**config.mk**
```make
export PLATFORM = sky130hd
export DESIGN_NAME = excl_mon
export DESIGN_NICKNAME = d
export VERILOG_FILES = /design/src/rtl/excl_mon.sv
export SDC_FILE = /design/constraint.sdc
export NUM_CORES = 2
export LEC_CHECK = 0
export BUFFER_PORTS_ARGS = -buffer_cell sky130_fd_sc_hd__buf_2
export CAP_MARGIN = 0
export CELL_PAD_IN_SITES_DETAIL_PLACEMENT = 0
export CELL_PAD_IN_SITES_GLOBAL_PLACEMENT = 2
export CORE_MARGIN = 5
export CORE_UTILIZATION = 39
export CTS_BUF_LIST = sky130_fd_sc_hd__clkbuf_8
export CTS_CLUSTER_SIZE = 30
export DETAILED_ROUTE_END_ITERATION = 7
export PLACE_DENSITY_LB_ADDON = 0.1
export SLEW_MARGIN = 5
export SYNTH_ARGS = -nofsm -noshare
export SYNTH_HDL_FRONTEND = slang
export SYNTH_SLANG_ARGS = --single-unit
```
**constraint.sdc**
```tcl
create_clock -name clk -period 8.4 [get_ports clk]
set_input_delay 0.84 -clock clk [delete_from_list [all_inputs] [get_ports clk]]
set_output_delay 0.84 -clock clk [all_outputs]
set_load 0.02 [all_outputs]
```
**src/rtl/excl_mon.sv**
```systemverilog
`timescale 1ns/1ps
module excl_mon #(
  parameter int NP    = 3,
  parameter int WORDS = 16,
  parameter int DW    = 32,
  parameter int OFFW  = 10,
  localparam int WW   = $clog2(WORDS),
  localparam int AW   = WW + 2
) (
  input  logic               clk,
  input  logic               rst_n,
  input  logic [NP-1:0]      req_vld,
  input  logic [2*NP-1:0]    req_op,
  input  logic [AW*NP-1:0]   req_base,
  input  logic [OFFW*NP-1:0] req_off,
  input  logic [NP-1:0]      req_shared,
  input  logic [DW*NP-1:0]   req_wdata,
  output logic [NP-1:0]      rsp_vld,
  output logic [DW*NP-1:0]   rsp_rdata,
  output logic [NP-1:0]      rsp_fail,
  output logic [NP-1:0]      rsp_err
);
  localparam logic [1:0] OP_RD = 2'd0, OP_WR = 2'd1, OP_LDX = 2'd2, OP_STX = 2'd3;

  logic [DW-1:0] mem   [WORDS];
  logic [DW-1:0] mem_n [WORDS];
  logic [NP-1:0] lv, lv_n, gv, gv_n;
  logic [WW-1:0] la [NP];
  logic [WW-1:0] la_n [NP];
  logic [WW-1:0] ga [NP];
  logic [WW-1:0] ga_n [NP];
  logic [DW*NP-1:0] rd_n;
  logic [NP-1:0] fail_n, err_n;

  always_comb begin
    mem_n  = mem;
    lv_n   = lv;
    gv_n   = gv;
    la_n   = la;
    ga_n   = ga;
    rd_n   = '0;
    fail_n = '0;
    err_n  = '0;
    for (int i = 0; i < NP; i++) begin
      logic [1:0]    op;
      logic [AW-1:0] base, ea;
      logic [OFFW-1:0] off;
      logic [WW-1:0] w;
      logic          wr, ok;
      op   = req_op[2*i +: 2];
      base = req_base[AW*i +: AW];
      off  = req_off[OFFW*i +: OFFW];
      ea   = base + AW'(off);
      w    = ea[AW-1:2];
      wr   = 1'b0;
      ok   = 1'b0;
      if (req_vld[i]) begin
        if (base[1:0] != 2'b00 || off[1:0] != 2'b00) begin
          err_n[i]  = 1'b1;
          fail_n[i] = (op == OP_STX);
        end else begin
          case (op)
            OP_RD: rd_n[DW*i +: DW] = mem[w];
            OP_WR: wr = 1'b1;
            OP_LDX: begin
              rd_n[DW*i +: DW] = mem[w];
              lv_n[i] = 1'b1;
              la_n[i] = w;
              gv_n[i] = req_shared[i];
              ga_n[i] = w;
            end
            default: begin
              ok = lv_n[i] && la_n[i] == w &&
                   (!req_shared[i] || (gv_n[i] && ga_n[i] == w));
              wr = ok;
              fail_n[i] = !ok;
              lv_n[i] = 1'b0;
              gv_n[i] = 1'b0;
            end
          endcase
          if (wr) begin
            mem_n[w] = req_wdata[DW*i +: DW];
            for (int j = 0; j < NP; j++) begin
              if (j != i) begin
                if (lv_n[j] && la_n[j] == w) lv_n[j] = 1'b0;
                if (gv_n[j] && ga_n[j] == w) gv_n[j] = 1'b0;
              end
            end
          end
        end
      end
    end
  end

  always_ff @(posedge clk or negedge rst_n) begin
    if (!rst_n) begin
      for (int k = 0; k < WORDS; k++) mem[k] <= '0;
      for (int k = 0; k < NP; k++) begin
        la[k] <= '0;
        ga[k] <= '0;
      end
      lv        <= '0;
      gv        <= '0;
      rsp_vld   <= '0;
      rsp_rdata <= '0;
      rsp_fail  <= '0;
      rsp_err   <= '0;
    end else begin
      mem       <= mem_n;
      la        <= la_n;
      ga        <= ga_n;
      lv        <= lv_n;
      gv        <= gv_n;
      rsp_vld   <= req_vld;
      rsp_rdata <= rd_n;
      rsp_fail  <= fail_n;
      rsp_err   <= err_n;
    end
  end
endmodule

```
==> impl_metrics.py <==
metrics = {
    "drt": {
        "drtIter0Drc": 3005,
        "routed-via-count": 35700,
        "dr_wl_met3_um": 14800,
        "antenna_left": 0,
        "wl_per_cell_um": 37.3,
        "wl_met2_um": 97400,
        "drt-met1-wl_um": 81500,
        "drt-total-wl_um": 205000,
        "vias_per_cell": 6.49,
        "route.detailed.drc": 0,
        "route.top_layer_used": "met4",
        "dr.pass1.iters": 6,
    },
    "power_and_ir_drop": {
        "p_switching_uw": 3240,
        "powerDensity_nw_per_um2": 174,
        "clkPwrFrac": 0.351,
        "power_frac_seq": 0.367,
        "intPower_uw": 6330,
        "p_comb_frac": 0.282,
        "netSwitchingFraction": 0.339,
        "max-vdd-ir-drop_mv": 0.175,
        "power_leakage_uw": 0.0255,
    },
    "floorplanning": {
        "start_util": 0.393,
        "die_x_um": 366,
        "fp-row-count": 130,
        "ioPinCount": 263,
        "coreArea_um2": 126000,
        "die_height_um": 366,
        "dieArea_um2": 134000,
    },
    "status": {
        "outcome": "completed",
    },
    "timing": {
        "rsz0062_at_grt": "false",
        "tightest_slew_ps": 1320,
        "hold_violations": 0,
        "period_needed_ps": 5640,
        "setup_viol": 0,
        "max-slew-margin-rel": 0.114,
        "drv_slew": 0,
        "worst_slack_ps": 2760,
        "timing.fmax_ghz": 0.177,
        "worst_clock_skew_ps": 61.7,
        "finalSetupTns_ps": 0,
        "finalCritPeriodShare": 0.671,
    },
    "worst_setup_path": {
        "worstSetupStartpointType": "primary input",
        "end_kind": "flip-flop",
        "crit_type": "in -> reg",
        "required_ps": 9160,
        "cp.arrival_ps": 6400,
        "path_max_fanout": 25,
    },
    "placement": {
        "io_buffers": 250,
        "placed_area_um2": 52500,
        "pre_cts_slack_ps": 1960,
        "gp_congestion": 0.826,
        "dpl.hpwl_um": 115000,
    },
    "logic_synthesis": {
        "yosysWarnings": 0,
        "ys.flop_type": "dfrtp_1",
        "netlist_area_um2": 49500,
        "synth_edf_count": 0,
        "synth-async-reset-ratio": 1.00,
        "syn_nets": 3804,
        "ys_seq_elements": 643,
        "avgSynthCellArea_um2": 13.6,
        "syn_inst": 3634,
        "seq_area_frac_synth": 0.325,
        "yosys.cell_types.count": 70,
    },
    "cells_and_area": {
        "final_core_util": 0.438,
        "syn_to_final_growth_pct": 11.4,
        "drive_gt1_frac": 0.641,
        "design_area_um2": 55100,
        "nNetsFinal": 3919,
    },
    "grt": {
        "grt_max_degree": 129,
        "grt_pass1_vias": 37900,
        "antenna_found_initial": 23,
        "overflow": 0,
        "grt_util_all_layers": 0.302,
        "grt_pass1_wl_um": 290000,
    },
    "clock_network": {
        "cts.sinks": 643,
        "cts-resized-gates": 0,
        "clk_latency_ps": 900,
        "clockRootBuffer": "clkbuf_8",
        "clockBufferDepth": 3,
        "clk_pin_slew_worst_paths_ps": 50,
        "htree_num_levels": 4,
        "cts_buffers": 136,
        "cts_tree": "done",
    },
    "hold_path": {
        "hold_path_class": "in -> reg",
    },
    "flow_run": {
        "drv_cap": 0,
    },
}
[flip-flops by register name (all words and copies together) (netlist names)]
signal,cells
rsp_vld,3
mem,512
rsp_err,3
la,8
rsp_rdata,96
lv,3
rsp_fail,3
ga,12
gv,3
[final cells by class]
type / instances / area [µm²]
Multi-Input combinational cell: 2586 / 32000
Antenna cell: 15 / 37.5
Tap cell: 1650 / 2060
Inverter: 11 / 41.3
Fill cell: 11500 / 70800
Clock buffer: 158 / 2170
Clock inverter: 65 / 408
Timing Repair Buffer: 371 / 2330
Sequential cell: 643 / 16100
[power by group through the flow]
stage	clock (µW)	sequential (µW)	combinational, µW
5_1_grt	3590	3540	2850
6_report	3360	3510	2700
4_1_cts	3450	3510	2700
3_3_place_gp	0	3530	2650
2_1_floorplan	0	3490	1850
3_5_place_dp	0	3560	2690
[cell usage after synthesis (all sizes together) (2+ instances only)]
cell	instances	area, µm²
ha	12	150
o21a	4	30.0
o32ai	3	26.3
and3	7	43.8
a31o	2	26.3
or4b	2	20.0
o311ai	2	17.5
nand4	37	408
and2	71	444
o31ai	2	28.8
nor2	26	97.6
nor4	16	134
o2111a	2	22.5
xor2	17	168
o22ai	2	12.5
nor2b	35	219
mux2	1537	17300
clkbuf	204	767
or4	6	45.0
nor3	18	90.1
nand3	19	108
dfrtp	643	16100
o311a	2	20.0
a31oi	4	40.0
nand2	22	82.6
mux4	416	9370
a211oi	131	983
o32a	2	20.0
xnor3	6	135
or2	5	31.3
a21o	2	15.0
a22oi	2	28.8
o21ai	12	60.1
mux2i	65	651
xnor2	64	568
nor3b	2	15.0
buf	190	907
inv	11	41.3
nand3b	6	45.0
a21oi	16	98.9
[worst max-delay path, cell delays in order]
cell and delay (ps):
buf_2 100, ha_1 580, nand4_1 160, a211oi_1 390, nor4_4 90, buf_4 260, xor2_1 190, o311a_1 430
buf_4 260, or4b_1 510, buf_4 270, nand3_4 340, nand4_1 980, buf_12 580, mux2_1 350
[cell families after synthesis]
logic type,Yosys count,synth area share
simple gates,277,0.0368
xor+xnor,87,0.0176
buf+inv,405,0.0347
compound gates,192,0.0300
flops,643,0.325
mux,2018,0.553
fa+ha+maj,12,0.00304
[stage by stage]
| stage | hold WS, ps | total power [µW] | std cells |
|---|---|---|---|
| final | 180 | 9570 | 5499 |
| after global routing | 128 | 9980 | 5492 |
| after CTS | 84.6 | 9660 | 5484 |
| after detailed placement | 543 | 6250 | 5260 |
| after global placement | 530 | 6180 | 5260 |
| after floorplan | 512 | 5350 | 3634 |
[cells in the final DEF, fill, tap and decap left out, types with 7 or more instances in the layout]
cell type and instances:
nand4_1 20, buf_4 107, nand2_1 22, nor2_1 24
mux4_2 416, dfrtp_1 643, xnor2_1 56, clkbuf_8 158
nand4_4 17, buf_2 249, inv_1 54, mux2_1 108
nand3_1 18, a211oi_1 131, a21oi_1 13, and2_1 68
mux2i_1 65, o21ai_0 12, nor3_1 12, clkinvlp_4 8
and3_1 7, xnor2_2 8, buf_12 13, diode_2 15
xor2_1 12, ha_1 12, nor2b_1 35, mux2_2 1429
[final timing paths]
check | startpoint | slack (ps) | endpoint | depth (start not counted)
worst max-delay path | req_base[2] | 2760 | mem[478]$_DFF_PN0_ | 15
worst min-delay path | req_vld[0] | 180 | rsp_vld[0]$_DFF_PN0_ | 1
worst max register to register | la[5]$_DFF_PN0_ | 3780 | mem[451]$_DFF_PN0_ | 10
worst min register to register | lv[2]$_DFF_PN0_ | 560 | lv[2]$_DFF_PN0_ | 2
max in group asynchronous | rst_n | 5930 | mem[304]$_DFF_PN0_ | 4
min in group asynchronous | rst_n | 660 | mem[156]$_DFF_PN0_ | 2
[routing by layer]
layer | GRT usage | up-vias
met3 | 0.0633 | 562
met2 | 0.493 | 1710
met4 | 0.154 | 0
li1 | - | 14500
met5 | 0 | -
met1 | 0.379 | 19000
[timing repair]
item	in CTS	in global routing
hold buffers	1	0
endpoints found under the hold margin	4	0
buffers inserted	0	0
No activity file was read; power rests on OpenSTA's default activity.
